==> src/rtl/vpic_pkg.sv <==
package vpic_pkg;
  localparam int unsigned PRIO_W = 3;
  localparam int unsigned DATA_W = 32;
  localparam int unsigned ADDR_W = 7;

  typedef logic [PRIO_W-1:0] prio_t;

  typedef struct packed {
    logic  edge_trig;
    prio_t prio;
  } src_mode_t;

  localparam logic [ADDR_W-1:0] A_VEC    = 7'h40;
  localparam logic [ADDR_W-1:0] A_PEND   = 7'h41;
  localparam logic [ADDR_W-1:0] A_ENMASK = 7'h42;
  localparam logic [ADDR_W-1:0] A_CORE   = 7'h43;
  localparam logic [ADDR_W-1:0] A_ENSET  = 7'h44;
  localparam logic [ADDR_W-1:0] A_ENCLR  = 7'h45;
  localparam logic [ADDR_W-1:0] A_PCLR   = 7'h46;
  localparam logic [ADDR_W-1:0] A_EOI    = 7'h47;
  localparam logic [ADDR_W-1:0] A_FFSET  = 7'h48;
  localparam logic [ADDR_W-1:0] A_FFCLR  = 7'h49;
  localparam logic [ADDR_W-1:0] A_FFSTAT = 7'h4A;
  localparam logic [ADDR_W-1:0] A_SPUR   = 7'h4B;
  localparam logic [ADDR_W-1:0] A_DBG    = 7'h4C;
endpackage

==> src/rtl/vpic_src_front.sv <==
module vpic_src_front #(
  parameter int unsigned NUM_SRC = 32
) (
  input  logic               clk,
  input  logic               rst_n,
  input  logic [NUM_SRC-1:0] src_i,
  input  logic [NUM_SRC-1:0] edge_sel,
  input  logic [NUM_SRC-1:0] clr,
  output logic [NUM_SRC-1:0] pend
);
  logic [NUM_SRC-1:0] sync1, sync2, sync3, edge_pend;

  always_ff @(posedge clk or negedge rst_n) begin
    if (!rst_n) begin
      sync1 <= '0;
      sync2 <= '0;
      sync3 <= '0;
    end else begin
      sync1 <= src_i;
      sync2 <= sync1;
      sync3 <= sync2;
    end
  end

  for (genvar i = 0; i < NUM_SRC; i++) begin : g_src
    always_ff @(posedge clk or negedge rst_n) begin
      if (!rst_n)                     edge_pend[i] <= 1'b0;
      else if (sync2[i] && !sync3[i]) edge_pend[i] <= 1'b1;
      else if (clr[i])                edge_pend[i] <= 1'b0;
    end
    assign pend[i] = edge_sel[i] ? edge_pend[i] : sync2[i];
  end


  edge_hold_chk: assert property (@(posedge clk) disable iff (!rst_n)
    1'b1 |=> ((edge_pend & $past(edge_pend & ~clr)) == $past(edge_pend & ~clr)));
endmodule

==> src/rtl/vpic_arbiter.sv <==
module vpic_arbiter
  import vpic_pkg::*;
#(
  parameter int unsigned NUM_SRC = 32,
  localparam int unsigned IDX_W = (NUM_SRC > 1) ? $clog2(NUM_SRC) : 1
) (
  input  logic [NUM_SRC-1:0]             cand,
  input  logic [NUM_SRC-1:0][PRIO_W-1:0] prio,
  output logic                           found,
  output logic [IDX_W-1:0]               win_idx,
  output prio_t                          win_prio
);
  always_comb begin
    found    = 1'b0;
    win_idx  = '0;
    win_prio = '0;
    for (int i = 0; i < NUM_SRC; i++) begin
      if (cand[i] && (!found || prio[i] > win_prio)) begin
        found    = 1'b1;
        win_idx  = IDX_W'(i);
        win_prio = prio[i];
      end
    end
  end


  always_comb begin
    if (found) begin
      win_valid_chk: assert (cand[win_idx]);
    end
  end
endmodule

==> src/rtl/vpic_prio_stack.sv <==
module vpic_prio_stack
  import vpic_pkg::*;
#(
  parameter int unsigned DEPTH = 8,
  localparam int unsigned AW = (DEPTH > 1) ? $clog2(DEPTH) : 1,
  localparam int unsigned DW = $clog2(DEPTH + 1)
) (
  input  logic  clk,
  input  logic  rst_n,
  input  logic  push,
  input  prio_t push_prio,
  input  logic  pop,
  output logic  empty,
  output prio_t top_prio
);
  prio_t         stk [DEPTH];
  logic [DW-1:0] depth;
  logic [DW-1:0] depth_m1;

  assign depth_m1 = depth - 1'b1;
  assign empty    = (depth == '0);
  assign top_prio = empty ? '0 : stk[depth_m1[AW-1:0]];

  always_ff @(posedge clk or negedge rst_n) begin
    if (!rst_n) begin
      depth <= '0;
    end else if (push && depth < DW'(DEPTH)) begin
      depth <= depth + 1'b1;
    end else if (pop && !empty) begin
      depth <= depth_m1;
    end
  end

  always_ff @(posedge clk) begin
    if (push && depth < DW'(DEPTH)) stk[depth[AW-1:0]] <= push_prio;
  end


  no_overflow_chk: assert property (@(posedge clk) disable iff (!rst_n)
    push |-> depth < DW'(DEPTH));

  pop_step_chk: assert property (@(posedge clk) disable iff (!rst_n)
    (pop && !push && !empty) |=> depth == $past(depth) - 1'b1);
endmodule

==> src/rtl/vpic_ctrl.sv <==
module vpic_ctrl
  import vpic_pkg::*;
#(
  parameter int unsigned NUM_SRC = 32,
  localparam int unsigned IDX_W = (NUM_SRC > 1) ? $clog2(NUM_SRC) : 1,
  localparam int unsigned STACK_DEPTH = 1 << PRIO_W
) (
  input  logic               clk,
  input  logic               rst_n,
  input  logic [NUM_SRC-1:0] src_i,
  input  logic               bus_sel,
  input  logic               bus_we,
  input  logic [6:0]         bus_addr,
  input  logic [31:0]        bus_wdata,
  output logic [31:0]        bus_rdata,
  output logic               nirq_o,
  output logic               fiq_o
);
  src_mode_t          mode [NUM_SRC];
  logic [31:0]        vec  [NUM_SRC];
  logic [NUM_SRC-1:0] en, ff, pend, edge_sel, pclr, fast_mask, cand;
  logic [NUM_SRC-1:0][PRIO_W-1:0] prio_flat;
  logic [31:0]        spur;
  logic [1:0]         dbg;
  logic               wr, rd, found, outrank, ack, push, pop, stk_empty;
  logic [IDX_W-1:0]   win_idx;
  prio_t              win_prio, top_prio;

  assign wr = bus_sel && bus_we;
  assign rd = bus_sel && !bus_we;

  always_comb begin
    for (int i = 0; i < NUM_SRC; i++) begin
      prio_flat[i] = mode[i].prio;
      edge_sel[i]  = mode[i].edge_trig;
    end
  end

  assign pclr = (wr && bus_addr == A_PCLR) ? bus_wdata[NUM_SRC-1:0] : '0;

  vpic_src_front #(.NUM_SRC(NUM_SRC)) i_front (
    .clk(clk), .rst_n(rst_n), .src_i(src_i),
    .edge_sel(edge_sel), .clr(pclr), .pend(pend)
  );

  assign fast_mask = ff | NUM_SRC'(1);
  assign cand      = pend & en & ~fast_mask;

  vpic_arbiter #(.NUM_SRC(NUM_SRC)) i_arb (
    .cand(cand), .prio(prio_flat),
    .found(found), .win_idx(win_idx), .win_prio(win_prio)
  );

  assign outrank = found && (stk_empty || win_prio > top_prio);
  assign ack  = (rd && bus_addr == A_VEC && !dbg[0]) ||
                (wr && bus_addr == A_VEC && dbg[0]);
  assign push = ack && outrank;
  assign pop  = wr && bus_addr == A_EOI;

  vpic_prio_stack #(.DEPTH(STACK_DEPTH)) i_stack (
    .clk(clk), .rst_n(rst_n), .push(push), .push_prio(win_prio),
    .pop(pop), .empty(stk_empty), .top_prio(top_prio)
  );

  assign nirq_o = outrank && !dbg[1];
  assign fiq_o  = (|(pend & en & fast_mask)) && !dbg[1];

  always_ff @(posedge clk or negedge rst_n) begin
    if (!rst_n) begin
      en   <= '0;
      ff   <= '0;
      spur <= '0;
      dbg  <= '0;
      for (int i = 0; i < NUM_SRC; i++) begin
        mode[i] <= '0;
        vec[i]  <= '0;
      end
    end else if (wr) begin
      unique case (bus_addr)
        A_ENSET: en   <= en | bus_wdata[NUM_SRC-1:0];
        A_ENCLR: en   <= en & ~bus_wdata[NUM_SRC-1:0];
        A_FFSET: ff   <= ff | bus_wdata[NUM_SRC-1:0];
        A_FFCLR: ff   <= ff & ~bus_wdata[NUM_SRC-1:0];
        A_SPUR:  spur <= bus_wdata;
        A_DBG:   dbg  <= bus_wdata[1:0];
        default: begin
          for (int i = 0; i < NUM_SRC; i++) begin
            if (bus_addr == {2'b00, 5'(i)}) mode[i] <= {bus_wdata[4], bus_wdata[PRIO_W-1:0]};
            if (bus_addr == {2'b01, 5'(i)}) vec[i]  <= bus_wdata;
          end
        end
      endcase
    end
  end

  always_comb begin
    bus_rdata = '0;
    unique case (bus_addr)
      A_VEC:    bus_rdata = outrank ? vec[win_idx] : spur;
      A_PEND:   bus_rdata = 32'(pend);
      A_ENMASK: bus_rdata = 32'(en);
      A_CORE:   bus_rdata = {30'd0, fiq_o, nirq_o};
      A_FFSTAT: bus_rdata = 32'(ff);
      A_SPUR:   bus_rdata = spur;
      A_DBG:    bus_rdata = {30'd0, dbg};
      default: begin
        for (int i = 0; i < NUM_SRC; i++) begin
          if (bus_addr == {2'b00, 5'(i)}) bus_rdata = {27'd0, mode[i].edge_trig, 1'b0, mode[i].prio};
          if (bus_addr == {2'b01, 5'(i)}) bus_rdata = vec[i];
        end
      end
    endcase
  end


  gmask_chk: assert property (@(posedge clk) disable iff (!rst_n)
    dbg[1] |-> (!nirq_o && !fiq_o));

  protect_read_chk: assert property (@(posedge clk) disable iff (!rst_n)
    (rd && bus_addr == A_VEC && dbg[0]) |=> ($stable(stk_empty) && $stable(top_prio)));

  nest_chk: assert property (@(posedge clk) disable iff (!rst_n)
    (nirq_o && !stk_empty) |-> win_prio > top_prio);

  fast_excl_chk: assert property (@(posedge clk) disable iff (!rst_n)
    1'b1 |-> (cand & fast_mask) == '0);
endmodule

==> config.mk <==
export PLATFORM = sky130hd
export DESIGN_NAME = vpic_ctrl
export DESIGN_NICKNAME = d
export VERILOG_FILES = /design/src/rtl/vpic_pkg.sv /design/src/rtl/vpic_src_front.sv /design/src/rtl/vpic_arbiter.sv /design/src/rtl/vpic_prio_stack.sv /design/src/rtl/vpic_ctrl.sv
export SDC_FILE = /design/constraint.sdc
export NUM_CORES = 2
export LEC_CHECK = 0
export BUFFER_PORTS_ARGS = -buffer_cell sky130_fd_sc_hd__buf_4
export CORE_UTILIZATION = 25
export CTS_BUF_LIST = sky130_fd_sc_hd__clkbuf_16
export CTS_CLUSTER_SIZE = 12
export DETAILED_ROUTE_END_ITERATION = 7
export SLEW_MARGIN = 0
export SYNTH_ARGS = -nofsm -noshare
export SYNTH_HDL_FRONTEND = slang
export SYNTH_HIERARCHICAL = 1
export SYNTH_SLANG_ARGS = --single-unit
==> constraint.sdc <==
create_clock -name clk -period 161.6 [get_ports clk]
set_clock_uncertainty 0.2 [all_clocks]
set_input_delay 16.16 -clock clk [delete_from_list [all_inputs] [get_ports clk]]
set_output_delay 16.16 -clock clk [all_outputs]
set_load 0.05 [all_outputs]
==> qor.yml <==
grt_max_degree: 174
grt_pass1_wl_um: 492500
cts_setup_buffers: 0
avgSynthCellArea_um2: 11.92
ys_async_sr_fraction_pct: 98.29
hpwl_um: 225900
holdPathStages: 0
synth_compound_area_share_pct: 13.70
ant_nets: 0
cp.arrival_ps: 56690
path_clk_slew_ps: 60
stdcell_area_um2: 88210
cp_top_family: "compound AO/OA/AOI/OAI gates"
placementRows: 204
cpPeakStageDelay_ps: 980
via_per_inst: 6.008
register_area_um2: 35300
num_vias: 64000
clock_path_buffers: 3
synthXorXnorAreaFrac_pct: 0.03379
setup_violations: 0
grt_pass1_vias: 62110
ys_seq_elements: 1406
finalHoldViolCount: 0
synth_edf_count: 24
multi_input_area_um2: 39750
clockRootBuffer: "clkbuf_16"
fp.coreArea_um2: 309100
drt_iter0_drc: 9854
outcome: "finished, violations left"
grt_use_total_pct: 21.88
overflow: 0
ctsHtreeMaxLevel: 4
violations: "design-rule violations"
synthTopCellsByArea: "dfrtp_1 (44%), mux2_2 (18%), mux4_2 (9.8%)"
relSlewSlack_pct: 0.5227
drc: 38
synth_fp_nets: 6673
synth-seq-area-share_pct: 45.40
cp.required_ps: 145240
rrSetupSlack_ps: 105810
clock-sinks: 1406
p_leak_nw: 38.07
syn_to_final_growth_pct: 13.45
ys.flop_type: "dfrtp_1"
cts_resized: 0
die_y_um: 559.7
start_util_pct: 25.15
hold_buffers: 0
holdCritPathClass: "flop to flop"
clock_latency_ps: 840
cts_tree: "yes"
final_common_cell: "dfrtp_1"
end_kind: "output port"
synth_fa_ha_area_share_pct: 1.284
yosysUniqueCellTypes: 120
synth_top_area_cell: "dfrtp_1"
p_per_area_nw_per_um2: 11.19
nets: 6537
io_buffer_count: 108
synth_mux_area_share_pct: 28.68
max_freq_mhz: 13.69
ios: 109
fin_crit_ps: 73050
fillCellCount: 31390
drtPass1Iterations: 8
syn_inst: 6523
final_cell_mix: "dfrtp_1 (1382), mux2_2 (1217), nand2_1 (369), a21oi_1 (362), mux4_2 (340)"
drive_gt1_share_pct: 34.60
drt-wirelength-per-cell_um: 33.20
fin_crit_sh_pct: 45.20
slew_violations: 0
synth_top_family_by_area: "multiplexers"
path_class: "flop to output port"
crit_path_start_kind: "flop"
dpl_cell_area_um2: 83130
die_w_um: 559.7
yosys_warnings: 6
timing.setup.tns_ps: 0
rsz0062_at_grt: "false"
cp_num_cells: 240
critPathMostFrequentCell: "a21oi_1"
antenna_found_initial: 38
yosys.area.top_type_share_pct: 44.48
ir_worst_vdd_v: 0.00001471
critPathMaxFanout: 30
synth_simple_gate_area_share_pct: 6.709
drv_cap: 0
cts_buffers: 161
die_area_um2: 313200
syn_area_um2: 77750
ff2ff_path_depth: 240
worstPathBufferInverterCount: 14
gp_congestion: 0.9736
wirelength_um: 353600
slowest_stage: "a211oi_1"
worstMarginPinSlew_ps: 1492
==> worst reg2reg max path: cells and delay by family (launching register included) <==
| family | cells | cell delay, ps |
|---|---|---|
| fa+ha+maj | 37 | 11350 |
| simple gates | 52 | 10100 |
| compound gates | 127 | 27740 |
| mux | 11 | 3660 |
| buf+inv | 13 | 1990 |
| flops | 1 | 360 |
==> final cells by class <==
type	count	area share, %
Clock inverter	124	1.035
Tap cell	4120	5.844
Inverter	169	0.7206
Multi-Input combinational cell	4354	45.07
Clock buffer	164	4.652
Timing Repair Buffer	295	2.600
Antenna cell	21	0.05957
Sequential cell	1406	40.02
==> cells by family (layout without fill, tap and decap cells) <==
family	after synthesis	in the layout
buf+inv	763	752
flops	1406	1406
other cells	1	22
compound gates	1540	1540
fa+ha+maj	81	81
xor+xnor	3	3
simple gates	1081	1081
mux	1648	1648
==> power by group <==
part / switching, mW / internal [mW] / total (mW)
registers: 0.0167 / 0.371 / 0.387
logic: 0.146 / 0.0946 / 0.240
clock network: 0.158 / 0.201 / 0.359
total: 0.320 / 0.666 / 0.987
==> synth_stat cells (82+ instances only) <==
cell type and n:
o21ai_0 222, nand2_1 373, dfrtp_1 1382, buf_2 218, a22oi_1 128, clkbuf_1 329
nand3_1 92, mux2i_1 85, nor2_1 299, mux2_2 1217, a31oi_1 116, mux4_2 340
o22ai_1 82, inv_1 168, a21oi_1 363
==> per-layer routing <==
metal  up-vias  wire, um  global-route usage, %
li1      24600         -                      -
met1     33010    134200                  27.67
met2      5057    145700                  31.03
met3      1318     47200                  8.430
met4        20     26440                  13.91
met5         -       127                      0
==> state kept, by name (all words and copies together) (netlist names), named ones only <==
name / flops
i_front/sync1: 32
dbg: 2
mode: 96
i_front/sync3: 32
i_front/sync2: 32
spur: 32
edge_sel: 32
vec: 1024
i_stack/depth: 4
i_front/edge_pend: 32
i_stack/stk: 24
==> worst paths after layout <==
kind / to / from
setup / recovery: bus_rdata[21] / i_front/sync2[1]
hold / removal: i_front/sync2[24] / i_front/sync1[24]
setup reg to reg: i_stack/stk[3][1] / i_front/sync2[1]
hold reg to reg: i_front/sync2[24] / i_front/sync1[24]
max in group asynchronous: vec[90] / rst_n
min in group asynchronous: vec[304] / rst_n
==> stage by stage <==
step	power [mW]	std cells	hold WS (ps)	setup WS, ps	utilization, %
floorplan	0.5484	6523	131.2	97820	-
global placement	0.6259	10340	137.2	91850	26.90
detailed placement	0.6283	10340	134.7	90810	26.90
CTS	0.9845	10630	148.6	89700	28.52
global route	1.015	10640	152.2	84860	28.52
finish	0.9868	10650	148.9	88550	28.54
(Power assumes the default switching activity.)
